<file path="src/rtl/irq_entry_pkg.sv">
package irq_entry_pkg;
  localparam int VEC_W   = 8;
  localparam int DEST_W  = 8;
  localparam int PHYS_W  = 4;
  localparam int WORD_W  = 32;

  typedef enum logic [2:0] {
    DM_FIXED  = 3'b000,
    DM_LOWPRI = 3'b001,
    DM_SMI    = 3'b010,
    DM_RSV3   = 3'b011,
    DM_NMI    = 3'b100,
    DM_INIT   = 3'b101,
    DM_RSV6   = 3'b110,
    DM_EXTINT = 3'b111
  } dmode_e;

  typedef struct packed {
    logic              mask;
    logic              level;
    logic              polarity;
    logic              logical;
    dmode_e            mode;
    logic [VEC_W-1:0]  vec;
    logic [DEST_W-1:0] dest;
  } cfg_t;

  typedef struct packed {
    logic [DEST_W-1:0] dest;
    logic              logical;
    dmode_e            mode;
    logic [VEC_W-1:0]  vec;
  } msg_t;
endpackage

</file>
<file path="src/rtl/irq_pin_cond.sv">
module irq_pin_cond #(
  parameter int SYNC_STAGES = 2
) (
  input  logic clk_i,
  input  logic rst_ni,
  input  logic pin_i,
  input  logic polarity_i,
  output logic cond_o,
  output logic edge_o
);
  logic [SYNC_STAGES-1:0] sync_q;
  logic                   prev_q;

  generate
    if (SYNC_STAGES == 1) begin : g_one
      always_ff @(posedge clk_i or negedge rst_ni)
        if (!rst_ni) sync_q <= '0;
        else         sync_q <= pin_i;
    end else begin : g_chain
      always_ff @(posedge clk_i or negedge rst_ni)
        if (!rst_ni) sync_q <= '0;
        else         sync_q <= {sync_q[SYNC_STAGES-2:0], pin_i};
    end
  endgenerate

  // active-high after polarity correction
  assign cond_o = sync_q[SYNC_STAGES-1] ^ polarity_i;
  assign edge_o = cond_o & ~prev_q;

  always_ff @(posedge clk_i or negedge rst_ni)
    if (!rst_ni) prev_q <= 1'b0;
    else         prev_q <= cond_o;
endmodule

</file>
<file path="src/rtl/irq_entry_regs.sv">
module irq_entry_regs
  import irq_entry_pkg::*;
(
  input  logic              clk_i,
  input  logic              rst_ni,
  input  logic              wr_lo_i,
  input  logic              wr_hi_i,
  input  logic [WORD_W-1:0] wdata_i,
  input  logic              pending_i,
  input  logic              irr_i,
  output cfg_t              cfg_o,
  output logic [WORD_W-1:0] rdata_lo_o,
  output logic [WORD_W-1:0] rdata_hi_o
);
  localparam int LO_USED = 17;
  localparam int HI_PAD  = WORD_W - DEST_W;

  cfg_t cfg_q;

  always_ff @(posedge clk_i or negedge rst_ni) begin
    if (!rst_ni) begin
      cfg_q      <= '0;
      cfg_q.mask <= 1'b1;
    end else begin
      if (wr_lo_i) begin
        cfg_q.vec      <= wdata_i[7:0];
        cfg_q.mode     <= dmode_e'(wdata_i[10:8]);
        cfg_q.logical  <= wdata_i[11];
        cfg_q.polarity <= wdata_i[13];
        cfg_q.level    <= wdata_i[15];
        cfg_q.mask     <= wdata_i[16];
      end
      if (wr_hi_i) cfg_q.dest <= wdata_i[WORD_W-1 -: DEST_W];
    end
  end

  logic unused_wbits;
  assign unused_wbits = ^{wdata_i[WORD_W-1:LO_USED], wdata_i[14], wdata_i[12]};

  assign cfg_o      = cfg_q;
  assign rdata_lo_o = {{(WORD_W-LO_USED){1'b0}}, cfg_q.mask, cfg_q.level, irr_i,
                       cfg_q.polarity, pending_i, cfg_q.logical, cfg_q.mode, cfg_q.vec};
  assign rdata_hi_o = {cfg_q.dest, {HI_PAD{1'b0}}};
endmodule

</file>
<file path="src/rtl/irq_entry_ctrl.sv">
module irq_entry_ctrl
  import irq_entry_pkg::*;
(
  input  logic             clk_i,
  input  logic             rst_ni,
  input  cfg_t             cfg_i,
  input  logic             cond_i,
  input  logic             edge_i,
  input  logic             eoi_valid_i,
  input  logic [VEC_W-1:0] eoi_vector_i,
  input  logic             ready_i,
  output logic             valid_o,
  output msg_t             msg_o,
  output logic             irr_o
);
  logic valid_q, irr_q, lvl_q;
  msg_t msg_q;
  logic lvl_mode, mode_ok, accept, fire, eoi_hit;
  logic [DEST_W-1:0] dest_res;

  // only fixed and lowest-priority honour level trigger
  assign lvl_mode = cfg_i.level && (cfg_i.mode == DM_FIXED || cfg_i.mode == DM_LOWPRI);
  assign mode_ok  = !(cfg_i.mode == DM_RSV3 || cfg_i.mode == DM_RSV6);
  assign accept   = valid_q && ready_i;
  assign fire     = !valid_q && !cfg_i.mask && mode_ok &&
                    (lvl_mode ? (cond_i && !irr_q) : edge_i);
  assign eoi_hit  = eoi_valid_i && (eoi_vector_i == cfg_i.vec);
  assign dest_res = cfg_i.logical ? cfg_i.dest
                                  : {{(DEST_W-PHYS_W){1'b0}}, cfg_i.dest[PHYS_W-1:0]};

  always_ff @(posedge clk_i or negedge rst_ni) begin
    if (!rst_ni) begin
      valid_q <= 1'b0;
      lvl_q   <= 1'b0;
      msg_q   <= '0;
    end else if (accept) begin
      valid_q <= 1'b0;
    end else if (fire) begin
      valid_q       <= 1'b1;
      lvl_q         <= lvl_mode;
      msg_q.vec     <= cfg_i.vec;
      msg_q.mode    <= cfg_i.mode;
      msg_q.logical <= cfg_i.logical;
      msg_q.dest    <= dest_res;
    end
  end

  // acceptance of a level message wins over a same-cycle EOI
  always_ff @(posedge clk_i or negedge rst_ni) begin
    if (!rst_ni)              irr_q <= 1'b0;
    else if (accept && lvl_q) irr_q <= 1'b1;
    else if (eoi_hit)         irr_q <= 1'b0;
  end

  assign valid_o = valid_q;
  assign msg_o   = msg_q;
  assign irr_o   = irr_q;

  p_hold_r9: assert property (@(posedge clk_i) disable iff (!rst_ni)
    valid_q && !ready_i |=> valid_q && $stable(msg_q));
  p_accept_r9: assert property (@(posedge clk_i) disable iff (!rst_ni)
    valid_q && ready_i |=> !valid_q);
  p_mask_r4: assert property (@(posedge clk_i) disable iff (!rst_ni)
    $rose(valid_q) |-> !$past(cfg_i.mask));
  p_rsv_r8: assert property (@(posedge clk_i) disable iff (!rst_ni)
    valid_q |-> !(msg_q.mode == DM_RSV3 || msg_q.mode == DM_RSV6));
  p_irr_set_r5: assert property (@(posedge clk_i) disable iff (!rst_ni)
    valid_q && ready_i && lvl_q |=> irr_q);
  p_irr_block_r5: assert property (@(posedge clk_i) disable iff (!rst_ni)
    $rose(valid_q) && $past(irr_q) |-> !lvl_q);
  p_phys_r10: assert property (@(posedge clk_i) disable iff (!rst_ni)
    valid_q && !msg_q.logical |-> msg_q.dest[DEST_W-1:PHYS_W] == '0);
endmodule

</file>
<file path="src/rtl/irq_route_entry.sv">
module irq_route_entry
  import irq_entry_pkg::*;
#(
  parameter int SYNC_STAGES = 2
) (
  input  logic              clk_i,
  input  logic              rst_ni,
  input  logic              wr_lo_i,
  input  logic              wr_hi_i,
  input  logic [WORD_W-1:0] wdata_i,
  output logic [WORD_W-1:0] rdata_lo_o,
  output logic [WORD_W-1:0] rdata_hi_o,
  input  logic              irq_pin_i,
  input  logic              eoi_valid_i,
  input  logic [VEC_W-1:0]  eoi_vector_i,
  output logic              req_valid_o,
  input  logic              req_ready_i,
  output logic [VEC_W-1:0]  req_vector_o,
  output logic [2:0]        req_mode_o,
  output logic              req_logical_o,
  output logic [DEST_W-1:0] req_dest_o
);
  cfg_t cfg;
  msg_t msg;
  logic cond, edge_det, valid, irr;

  irq_entry_regs u_regs (
    .clk_i, .rst_ni, .wr_lo_i, .wr_hi_i, .wdata_i,
    .pending_i (valid),
    .irr_i     (irr),
    .cfg_o     (cfg),
    .rdata_lo_o, .rdata_hi_o
  );

  irq_pin_cond #(.SYNC_STAGES(SYNC_STAGES)) u_pin (
    .clk_i, .rst_ni,
    .pin_i      (irq_pin_i),
    .polarity_i (cfg.polarity),
    .cond_o     (cond),
    .edge_o     (edge_det)
  );

  irq_entry_ctrl u_ctrl (
    .clk_i, .rst_ni,
    .cfg_i        (cfg),
    .cond_i       (cond),
    .edge_i       (edge_det),
    .eoi_valid_i, .eoi_vector_i,
    .ready_i      (req_ready_i),
    .valid_o      (valid),
    .msg_o        (msg),
    .irr_o        (irr)
  );

  assign req_valid_o   = valid;
  assign req_vector_o  = msg.vec;
  assign req_mode_o    = msg.mode;
  assign req_logical_o = msg.logical;
  assign req_dest_o    = msg.dest;

  p_status_r4: assert property (@(posedge clk_i) disable iff (!rst_ni)
    req_valid_o && !req_ready_i |=> rdata_lo_o[12]);
endmodule

</file>
<file path="config.mk">
export PLATFORM = sky130hd
export DESIGN_NAME = irq_route_entry
export DESIGN_NICKNAME = d
export VERILOG_FILES = /design/src/rtl/irq_entry_pkg.sv /design/src/rtl/irq_pin_cond.sv /design/src/rtl/irq_entry_regs.sv /design/src/rtl/irq_entry_ctrl.sv /design/src/rtl/irq_route_entry.sv
export SDC_FILE = /design/constraint.sdc
export NUM_CORES = 1
export LEC_CHECK = 0
export ABC_AREA = 1
export BUFFER_PORTS_ARGS = -buffer_cell sky130_fd_sc_hd__buf_2
export CAP_MARGIN = 5
export CORE_MARGIN = 10
export CORE_UTILIZATION = 48
export DETAILED_ROUTE_END_ITERATION = 12
export GPL_ROUTABILITY_DRIVEN = 0
export GPL_TIMING_DRIVEN = 0
export PLACE_DENSITY = 0.85
export SYNTH_ARGS = -nofsm -noshare
export SYNTH_HDL_FRONTEND = slang
export SYNTH_SLANG_ARGS = --single-unit
</file>
<file path="constraint.sdc">
create_clock -name clk_i -period 1.8 [get_ports clk_i]
set_input_delay 0.18 -clock clk_i [delete_from_list [all_inputs] [get_ports clk_i]]
set_output_delay 0.18 -clock clk_i [all_outputs]
set_load 0.005 [all_outputs]
</file>
# After elaboration in Yosys (flattened, before gate mapping)
# Index checks and enable logic that the tools add are counted.
[word_totals]
out_inout_bits = 85
elab_cells = 48
ff_bits = 49
[classes]
n_bitwise = 4
eq_ne = 4
n_reduce_logical = 18
mux = 6
[ops]
columns = ["op", "count"]
rows = [
  ["$eq 8x8->1", 1],
  ["$logic_and 1x1->1", 8],
  ["$mux 8", 1],
  ["$mux 1", 5],
  ["$logic_not 1->1", 4],
  ["$reduce_bool 2->1", 2],
  ["$eq 3x1->1 const B", 1],
  ["$eq 3x2->1 const B", 1],
  ["$eq 3x3->1 const B", 1],
  ["$logic_not 3->1", 1],
  ["$logic_or 1x1->1", 2],
  ["$not 1->1", 2],
  ["$reduce_and 2->1", 1],
  ["$and 1x1->1", 1],
  ["$xor 1x1->1", 1],
]

# Longest topological paths before layout
# Gate-level depths: netlist of run 1.
[depth]
depth_word = 7
depth_mapped = 9

# Cells and area by module
# From an unflattened synthesis of run 1, not the netlist that was laid out.
[unflattened]
hier_cells = 320
area_unflattened_um2 = 2625.0
[by_module_without_submodules]
columns = ["mod", "seq_area_each_um2", "cells_per_inst", "instances", "area_per_inst_um2"]
rows = [
  ["irq_entry_regs", 576.8, 163, 1, 1392.6],
  ["irq_entry_ctrl", 575.6, 147, 1, 1126.1],
  ["irq_pin_cond", 75.1, 10, 1, 106.4],
]

# Worst setup path after synthesis of run 1
# No wires, ideal clock.
[synth_path]
path_kind = "register to register"
from = "register u_regs.cfg_q, in the netlist u_regs.cfg_o[18]"
to = "register u_ctrl.msg_q, in the netlist u_ctrl.msg_o[9]"
t_arrival_ns = 1.165
path_stages_with_launch = 8
n_path_buf = 1
setup_ns = 0.117
slack_ns = 0.519
cell_sequence = "dfrtp_1 -> nor3_2 -> nand2_1 -> o21ai_2 -> nand2_2 -> buf_6 -> nand2_1 -> nand2_1"
[synth_via]
elab_chain_len = 6
elab_cells_between_ends = 12
cone_classes = "3 x eq/ne; 1 x mux; 8 x reduce/logical"
[synth_rtl]
columns = ["item", "line", "text"]
rows = [
  ["from (decl)", "irq_entry_regs.sv:18", "cfg_t cfg_q;"],
  ["$eq 3x1->1, or another cell as far along", "irq_entry_ctrl.sv:22", "assign lvl_mode = cfg_i.level && (cfg_i.mode == DM_FIXED || cfg_i.mode == DM_LOWPRI);"],
  ["$logic_or 1x1->1 (on tied branches)", "irq_entry_ctrl.sv:22, irq_entry_ctrl.sv:23", ""],
  ["$logic_and 1x1->1 / $logic_not 1->1 (equally long branches)", "irq_entry_ctrl.sv:22, irq_entry_ctrl.sv:23", ""],
  ["$mux 1 / $logic_and 1x1->1 (equally long branches)", "irq_entry_ctrl.sv:26, irq_entry_ctrl.sv:25", ""],
  ["$logic_and 1x1->1 *", "irq_entry_ctrl.sv:25", "assign fire = !valid_q && !cfg_i.mask && mode_ok &&"],
  ["$reduce_and 2->1 (no source line) *", "--", ""],
  ["to (decl)", "irq_entry_ctrl.sv:17", "msg_t msg_q;"],
]
# Every way passes the cells marked *; elsewhere a longest branch is shown, timed or not.
# A chain may end at the register's enable or synchronous reset.

# Final worst setup path of run 1
[layout_path]
from = "register u_regs.cfg_q, in the netlist u_regs.cfg_o[17]"
to = "register u_ctrl.msg_q, in the netlist u_ctrl.msg_o[14]"
# Same word-level chain as after synthesis.

==> results of run 1 <==
==> worst max path at each step <==
stage | end | slack (ps) | cells after the start | startpoint
detailed placement | u_ctrl.msg_o[0] | 360 | 7 | u_regs.cfg_o[17]
CTS | u_ctrl.msg_o[14] | 340 | 7 | u_regs.cfg_o[17]
global route | u_ctrl.msg_o[3] | 200 | 7 | u_regs.cfg_o[17]
finish | u_ctrl.msg_o[14] | 340 | 7 | u_regs.cfg_o[17]
global placement | u_ctrl.msg_o[8] | 440 | 7 | u_regs.cfg_o[18]
floorplan | u_ctrl.msg_o[9] | 520 | 7 | u_regs.cfg_o[18]
==> area by class of cell <==
class	instances	area (sq um)	area share (%)
flip-flops and latches	49	1227	38.43
multi-input cells	179	849.6	26.60
inverters	25	93.84	2.938
repair buffers	82	415.4	13.00
clock buffers	7	86.33	2.703
plain buffers	56	407.9	12.77
well taps	67	83.83	2.624
clock inverters	1	30.03	0.9401
==> flip-flops by register name, indices dropped and copies added (netlist names) <==
register and cells:
u_pin.sync_q 2, u_regs.cfg_o 23, u_ctrl.irr_o 1, u_ctrl.msg_o 20, u_ctrl.valid_o 1, u_pin.prev_q 1
u_ctrl.lvl_q 1
==> stage by stage <==
stage | hold slack [ps] | worst slack, ps | util, %
floorplan | -115.6 | 518.9 | -
global placement | 288.8 | 444.2 | 63.69
detailed placement | 289.4 | 356.7 | 63.69
CTS | 64.73 | 339.8 | 66.31
global route | 64.77 | 201.6 | 66.31
finish | 66.89 | 343.0 | 66.31
==> power by group through the flow <==
stage | clock, mW | sequential [mW] | combinational (mW)
floorplan | 0 | 1.58 | 0.499
global placement | 0 | 1.56 | 0.959
detailed placement | 0 | 1.58 | 0.994
CTS | 0.812 | 1.56 | 0.998
global route | 0.865 | 1.59 | 1.10
finish | 0.810 | 1.56 | 0.978
==> cell usage after synthesis (2+ instances only) <==
cell type	instances	area share, %
buf_2	2	0.41
buf_4	48	15
buf_6	2	0.92
clkbuf_1	4	0.62
dfrtp_1	48	49
inv_1	25	3.9
mux2_2	12	5.5
nand2_1	78	12
nand3_1	26	5.3
nor2_1	3	0.46
o21ai_0	14	2.9
==> per-layer routing <==
layer  track usage [%]  wire (um)  up-vias
li1                  -          -     1008
met4             5.614        120        0
met2             27.33       3279       73
met1             15.27       2484      892
met5                 0          0        -
met3             5.103        438       10
==> cell families after synthesis <==
family / after synthesis / synth area share (%)
AO/OA/AOI/OAI: 16 / 3.441
multiplexers: 12 / 5.547
other: 1 / 0.1539
AND/OR/NAND/NOR: 110 / 19.16
buffers and inverters: 81 / 20.60
XOR/XNOR: 2 / 0.7192
flip-flops: 49 / 50.39
==> worst register-to-register path: stages (launching register included) <==
cell	delay, ps
dfrtp_1	470
nor3_2	280
nand2_1	110
o21ai_2	110
nand2_2	120
buf_6	160
nand2_1	70
nand2_1	50
==> flow_summary.toml, run 1 <==
[yosys]
synth_area_sq_um = 2436
ys_seq_area_share_pct = 50.39
netlist_instances = 271
syn_avg_cell_area_sq_um = 8.989
yosysWarnings = 0
ys_types = 20
synth_edf_count = 0
synth_ff_type = "dfrtp_1"
synthArstFlopShare_pct = 100.0
ys_ff_latch = 49

[routing]
drc_errors = 0
routed_wl_mm = 6.322
via_per_inst = 4.255
firstDrtPassIters = 4
drt_iter0_markers = 80
num_vias = 1983
postRouteAntennaNets = 0
wl_per_cell_um = 13.57

[power_and_ir_drop]
p_sw_mw = 1.033
p_clk_share_pct = 24.2
p_leak_nw = 1.905
p_total_mw = 3.342
power.density_nw_per_um2 = 1046
sw_frac_of_total_pct = 30.89
p_seq_share_pct = 46.5
ir_worst_vdd_uv = 700.3
p_int_mw = 2.310
combPwrFrac_pct = 29.2

[timing]
setup_viol = 0
fin_skew_ps = 9.389
rsz0062_at_grt = "false"
tns_ps = 0
report.final.hold_viol_count = 0
finalMaxSlewViolations = 0
max-slew-margin-rel_pct = 29.02
fmax_mhz = 686.3
fin_crit_ps = 1457
tightest_slew_ps = 1065
post-route-period-util_pct = 80.95

[setup_path]
critPathBufInv = 1
worstPathMaxFanout = 10
cp_slowest_stage_delay_ps = 470
crit_family = "simple AND/OR/NAND/NOR gates"
ff2ff_path_depth = 7
cp_common_cell = "nand2_1"
cp-end-kind = "flop"
worstPathArrival_ps = 1660
worstReg2RegStart = "u_regs.cfg_o[17]"
crit_slowest_cell = "dfrtp_1"
cp.required_ps = 2000
worstSetupPathType = "reg2reg"
crit_path_start_kind = "flop"
crit_chain = "nor3_2, nand2_1, o21ai_2, nand2_2, buf_6, nand2_1, nand2_1"
r2r_end = "u_ctrl.msg_o[14]"
rrSetupSlack_ps = 340

[final_layout]
final_nets = 445
areaGrowthSynthToFinish_pct = 31.12
fillCellCount = 410
final_cells = 466
num_antenna_cells = 0
drive_gt1_share_pct = 39.35
fin_area_sq_um = 3194
final_common_cell = "buf_2"
final_cell_mix = "buf_2, nand2_1, buf_4, dfrtp_1, conb_1"

[floorplanning]
ioPinCount = 132
initial_core_util_pct = 50.57
core_sq_um = 4817
die_area_sq_um = 8325
fp.dieW_um = 91.24
die_h_um = 91.24
num_rows = 25

[status]
outcome = "completed"

[place]
placed_area_sq_um = 3068
place_inst = 457
port_buffers = 81
place_hpwl_mm = 5.245

[cts]
cts_buffers = 5
clk_path_buf_depth = 2
path_clk_slew_ps = 90
hold_buffers = 1
cts_root_buf = "clkbuf_8"
cts_tree = "built"
post_cts_buffers = 0
cts_max_level = 2
ctsResizeCount = 0
cts_num_sinks = 49
worstSkewPairLatency_ps = 300

[global_route]
track_usage_pct = 14.91
grt_first_pass_wirelength_mm = 10.10
antenna_found_initial = 0
grt_max_degree = 50
grt_overflow = 0
grt_pass1_vias = 2022

[hold_path]
hold_path.class = "in2async"

[flow_run]
drv_cap = 0
(Power assumes the default switching activity.)
==> inputs of run 2 (changes only) <==
--- a/config.mk
+++ b/config.mk
@@ -9,11 +9,11 @@
 export BUFFER_PORTS_ARGS = -buffer_cell sky130_fd_sc_hd__buf_2
 export CAP_MARGIN = 5
 export CORE_MARGIN = 10
-export CORE_UTILIZATION = 48
+export CORE_UTILIZATION = 45
 export DETAILED_ROUTE_END_ITERATION = 12
 export GPL_ROUTABILITY_DRIVEN = 0
 export GPL_TIMING_DRIVEN = 0
-export PLACE_DENSITY = 0.85
+export PLACE_DENSITY = 0.81
 export SYNTH_ARGS = -nofsm -noshare
 export SYNTH_HDL_FRONTEND = slang
 export SYNTH_SLANG_ARGS = --single-unit
==> constraint.sdc (replaced) <==
create_clock -name clk_i -period 1.4 [get_ports clk_i]
set_input_delay 0.14 -clock clk_i [delete_from_list [all_inputs] [get_ports clk_i]]
set_output_delay 0.14 -clock clk_i [all_outputs]
set_load 0.005 [all_outputs]
==> run 2 against run 1 <==
  * The flow now finishes with violations (setup timing)
  * Worst hold slack worse by 42 ps
  * Flip-flop and latch count unchanged
  * Count of clock-buffer cells in the layout unchanged
  * Register-to-register slack worse by 380 ps
  * Design area increased by 4.1%
  * Critical path depth stayed put
  * Wire length is 1.6% higher
  * Clock skew decreased by 3.2 ps
  * Critical endpoint is now u_ctrl.msg_o[6]
==> flow_summary.toml, run 2 (synthesis results as in run 1) <==
[routing]
num_vias = 2033
routed_wl_mm = 6.421
via_per_inst = 4.227
firstDrtPassIters = 5
postRouteAntennaNets = 0
wl_per_cell_um = 13.35
drt_iter0_markers = 197
drc_errors = 0

[setup_path]
worstPathMaxFanout = 5
crit_chain = "nor3_4, nand2_1, o21ai_2, nand2_2, buf_4, nand2_1, nand2_1"
crit_family = "simple AND/OR/NAND/NOR gates"
crit_path_start_kind = "flop"
worstPathArrival_ps = 1630
worstSetupPathType = "reg2reg"
cp_slowest_stage_delay_ps = 470
cp.required_ps = 1600
critPathBufInv = 1
cp-end-kind = "flop"
cp_common_cell = "nand2_1"
crit_slowest_cell = "dfrtp_2"

[power_and_ir_drop]
p_seq_share_pct = 46.0
p_sw_mw = 1.344
combPwrFrac_pct = 30.4
sw_frac_of_total_pct = 30.79
p_total_mw = 4.366
p_leak_nw = 1.970
power.density_nw_per_um2 = 1313
p_clk_share_pct = 23.7
p_int_mw = 3.021
ir_worst_vdd_uv = 1180

[global_route]
grt_overflow = 0
antenna_found_initial = 0
grt_max_degree = 50
grt_pass1_vias = 2015
track_usage_pct = 14.31
grt_first_pass_wirelength_mm = 10.11

[cts]
clk_path_buf_depth = 2
cts_buffers = 5
cts_tree = "built"
worstSkewPairLatency_ps = 300
path_clk_slew_ps = 90
cts_num_sinks = 49
cts_max_level = 2
cts_root_buf = "clkbuf_8"

[timing]
tightest_slew_ps = 1056
rsz0062_at_grt = "true"
post-route-period-util_pct = 102.4
fmax_mhz = 697.6
worst_hold_slack_ps = 25.05
tns_ps = -226.9
report.final.hold_viol_count = 0
fin_crit_ps = 1433
setup_viol = 18
finalMaxSlewViolations = 0
fin_skew_ps = 6.224
max-slew-margin-rel_pct = 29.58
setup_ws_ps = -33.48

[final_layout]
final_nets = 457
drive_gt1_share_pct = 43.80
fillCellCount = 424
regArea_sq_um = 1230
final_cell_mix = "buf_2, nand2_1, buf_4"
num_antenna_cells = 0
final_cells = 481
multi_input_area_sq_um = 883.3
largest_reg_flops = 23
fin_util_pct = 64.27
final_common_cell = "buf_2"
areaGrowthSynthToFinish_pct = 36.47

[place]
port_buffers = 81
place_hpwl_mm = 5.009
place_inst = 460

[floorplanning]
core_sq_um = 5172
die_area_sq_um = 8756
die_h_um = 93.58
ioPinCount = 132
num_rows = 26
initial_core_util_pct = 47.10
fp.dieW_um = 93.58

[status]
outcome = "complete, but fails checks"
violations = "setup timing"

[hold_path]
hold_path.class = "in2async"

[flow_run]
drv_cap = 0
-- run 2: repair_timing --
action | CTS | global route
setup buffers | 4 | 7
hold buffers | 1 | 0
endpoints found under the hold margin | 1 | 0
resized for setup | 1 | 12
cloned | 0 | 1
setup endpoints to repair | 3 | 22
pin swaps | 1 | 2
-- run 2: final cells by class --
| type | instances | share of cell area, % |
|---|---|---|
| Buffer | 56 | 12.27 |
| Clock buffer | 7 | 2.597 |
| Clock inverter | 1 | 0.9033 |
| Inverter | 25 | 2.823 |
| Multi-Input combinational cell | 179 | 26.57 |
| Sequential cell | 49 | 37.00 |
| Tap cell | 70 | 2.635 |
| Timing Repair Buffer | 94 | 15.21 |
-- run 2: final timing paths --
kind | from | end | slack (ps) | cells past startpoint
max in group asynchronous | rst_ni | u_regs.cfg_o[17] | 660 | 1
hold reg to reg | u_pin.sync_q[0] | u_pin.sync_q[1] | 360 | 0
hold / removal | rst_ni | u_regs.cfg_o[11] | 30 | 1
min in group clk_i | req_ready_i | u_ctrl.valid_o | 30 | 2
setup / recovery | u_regs.cfg_o[17] | u_ctrl.msg_o[6] | -30 | 7
setup reg to reg | u_regs.cfg_o[17] | u_ctrl.msg_o[6] | -30 | 7
-- run 2: routing by layer --
layer	track usage, %	part of all wire, %	vias up	routed length (um)
li1	-	-	1041	-
met1	15.70	37	900	2364
met2	24.25	51	77	3286
met3	4.636	8.9	15	574
met4	7.342	3.0	0	195
met5	0	0	-	0
-- run 2: through the flow --
step	setup WS, ps	instance area (sq um)
floorplan	118.9	2579
CTS	13.63	3229
finish	-33.48	3324
global placement	42.30	3072
detailed placement	2.709	3072
global route	-106.4	3324
-- run 2: power by group through the flow --
stage	logic, mW	clock network, mW	registers, mW
CTS	1.29	1.05	2.00
floorplan	0.642	0	2.04
detailed placement	1.27	0	2.02
global route	1.50	1.13	2.06
finish	1.33	1.03	2.01
global placement	1.24	0	2.01
-- run 2: worst reg2reg max path: cells and delay by family, from the launching register on --
kind                   cells  cell delay (ps)
AO/OA/AOI/OAI              1              100
buffers and inverters      1              170
flip-flops                 1              470
AND/OR/NAND/NOR            5              580
==> inputs of run 3 (changes only) <==
--- a/config.mk
+++ b/config.mk
@@ -9,11 +9,12 @@
 export BUFFER_PORTS_ARGS = -buffer_cell sky130_fd_sc_hd__buf_2
 export CAP_MARGIN = 5
 export CORE_MARGIN = 10
-export CORE_UTILIZATION = 45
+export CORE_UTILIZATION = 46
 export DETAILED_ROUTE_END_ITERATION = 12
 export GPL_ROUTABILITY_DRIVEN = 0
 export GPL_TIMING_DRIVEN = 0
 export PLACE_DENSITY = 0.81
 export SYNTH_ARGS = -nofsm -noshare
 export SYNTH_HDL_FRONTEND = slang
+export SYNTH_HIERARCHICAL = 1
 export SYNTH_SLANG_ARGS = --single-unit
==> run 3 against run 2 <==
  * The run now ends clean
  * Core utilization up 0.28 points
  * Clock skew down 1.8 ps
  * Via count up 9.1%
  * Total power down 1.2%
  * Sequential power about the same
  * Fmax up 3.7%
  * Global-route usage down 0.25 points
  * Setup slack better by 51 ps
  * Sequential share of layout area down 2.4 points
  * Register-to-register slack better by 50 ps
  * Wire length up 5.2%
  * Synthesized cell count up 18%
  * Largest cell class unchanged
  * Highest routed layer unchanged
==> flow_summary.toml, run 3 <==
[status]
outcome = "completed"

[setup_path]
cp-end-kind = "flop"
critPathBufInv = 1
setup.worst_path.start = "u_regs/cfg_o[18]"
rrSetupSlack_ps = 20
setup.worst_path.end = "u_ctrl/msg_o[7]"
r2r_end = "u_ctrl/msg_o[7]"
crit_path_start_kind = "flop"
cp.required_ps = 1600
worstPathArrival_ps = 1580
cp_slowest_stage_delay_ps = 440
ff2ff_path_depth = 7
crit_family = "simple AND/OR/NAND/NOR gates"
worstSetupPathType = "reg2reg"
cp_common_cell = "nand2_2"
crit_chain = "nor2_1, nand2_1, o21ai_4, nand2_4, buf_6, nand2_2, nand2_2"
crit_slowest_cell = "dfrtp_2"
worstPathMaxFanout = 6
worstReg2RegStart = "u_regs/cfg_o[18]"
crit_cells = 7

[power_and_ir_drop]
combPwrFrac_pct = 32.7
power.density_nw_per_um2 = 1214
p_seq_share_pct = 46.7
p_clk_share_pct = 20.5
p_leak_nw = 2.160
sw_frac_of_total_pct = 31.97
ir_worst_vdd_uv = 634.2
p_sw_mw = 1.379
p_int_mw = 2.935

[cts]
cts_num_sinks = 49
cts_root_buf = "clkbuf_8"
cts_tree = "built"
worstSkewPairLatency_ps = 300
cts_buffers = 5
clk_path_buf_depth = 2
cts_max_level = 2
path_clk_slew_ps = 80

[global_route]
grt_first_pass_wirelength_mm = 10.28
grt_pass1_vias = 2123
grt_max_degree = 50
track_usage_pct = 14.06
antenna_found_initial = 0
grt_overflow = 0

[yosys]
synth_ff_type = "dfrtp_1"
synthArstFlopShare_pct = 100.0
yosysWarnings = 6
synth_area_leaders = "dfrtp_1, buf_4, nand2_1"
ys_seq_area_share_pct = 46.76
syn_avg_cell_area_sq_um = 8.203
synth_top_area_share_pct = 45.76
netlist_instances = 320
ys_types = 24
yosysTopAreaCell = "dfrtp_1"
ys_ff_latch = 49
yosysMostFrequentCell = "nand2_1"
synth_area_sq_um = 2625
yosys-top-cells-count = "nand2_1, buf_4, dfrtp_1"
synth_edf_count = 0

[flow_run]
drv_cap = 0

[timing]
fin_crit_ps = 1382
fmax_mhz = 723.5
fin_skew_ps = 4.471
tns_ps = 0
finalMaxSlewViolations = 0
max-slew-margin-rel_pct = 29.02
post-route-period-util_pct = 98.73
setup_viol = 0
report.final.hold_viol_count = 0
tightest_slew_ps = 1065
setup_ws_ps = 17.83
rsz0062_at_grt = "true"

[floorplanning]
initial_core_util_pct = 47.67
ioPinCount = 132
num_rows = 27
core_sq_um = 5507
die_area_sq_um = 9128
fp.dieW_um = 95.54
die_h_um = 95.54

[final_layout]
num_antenna_cells = 0
areaGrowthSynthToFinish_pct = 35.41
drive_gt1_share_pct = 45.85
largest_reg_flops = 23
fillCellCount = 489
final_cell_mix = "nand2_1, buf_2, buf_4"
final_common_cell = "nand2_1"
final_nets = 504

[place]
port_buffers = 81
pre_cts_slack_ps = -31.08
place_hpwl_mm = 5.269

[hold_path]
hold_path.class = "in2async"

[routing]
drc_errors = 0
num_vias = 2217
postRouteAntennaNets = 0
drt_iter0_markers = 92
wl_per_cell_um = 12.75
via_per_inst = 4.183
routed_wl_mm = 6.757
firstDrtPassIters = 4
## run 3: cell types whose count changed after synthesis, moves of 7 or more
cell,previous run,this run
mux2_2,12,0
nand2_1,78,132
inv_1,25,18
o21ai_0,14,1
nand3_1,26,18
buf_4,48,66
## run 3: kinds of logic (layout without fill, tap and decap cells)
group                  count (synthesis)  in the layout  synth area share [%]
XOR/XNOR                               2              2                0.6674
other                                  1             39                0.1429
buffers and inverters                 94            194                 24.50
flip-flops                            49             49                 46.76
AND/OR/NAND/NOR                      168            168                 26.55
AO/OA/AOI/OAI                          6              6                 1.382
## run 3: metrics by stage
stage	hold slack, ps	utilization [%]	area (sq um)	cells	power, mW
finish	25.87	64.55	3555	530	4.314
floorplan	-155.6	-	2768	358	2.667
CTS	18.33	62.01	3415	525	4.164
global route	22.91	64.55	3555	530	4.634
detailed placement	252.6	59.26	3263	511	3.253
global placement	249.9	59.26	3263	511	3.202
## run 3: worst min path at each step
stage                             to  slack (ps)  cells past startpoint        start
global placement     u_pin/sync_q[0]         250                      1    irq_pin_i
CTS                   u_ctrl/valid_o          20                      2  req_ready_i
detailed placement   u_pin/sync_q[0]         250                      1    irq_pin_i
finish              u_ctrl/msg_o[13]          30                      1       rst_ni
floorplan               u_ctrl/irr_o        -160                      0       rst_ni
global route        u_regs/cfg_o[22]          20                      3  wdata_i[16]
## run 3: what timing repair did
action,4_1_cts,5_1_grt
gates resized for setup,2,39
setup buffers,5,3
endpoints found under the hold margin,1,0
pin swaps,1,6
gates cloned,0,2
endpoints found under the setup margin,19,22
hold buffers,1,0
## run 3: metal layers
layer  track usage (%)  up-vias  wire length [um]
met1             15.75      998              2619
met5                 0        -                 0
met4             5.283        0                99
met3             3.849        9               494
met2             24.83       74              3543
li1                  -     1136                 -
## run 3: power groups by stage
stage	clock network [mW]	logic, mW	registers, mW
2_1_floorplan	0	0.675	1.99
3_3_place_gp	0	1.21	1.99
3_5_place_dp	0	1.24	2.01
4_1_cts	0.908	1.27	1.98
5_1_grt	0.965	1.59	2.08
6_report	0.886	1.41	2.02
## run 3: layout make-up
type | count | area [sq um] | share of cell area, %
buffer | 74 | 580.6 | 16.33
clock buffer | 7 | 96.34 | 2.710
clock inverter | 1 | 5.005 | 0.1408
inverter | 20 | 80.08 | 2.253
multi-input combinational | 215 | 974.7 | 27.42
sequential | 49 | 1230 | 34.60
tap | 72 | 90.09 | 2.534
timing repair buffer | 92 | 498.0 | 14.01
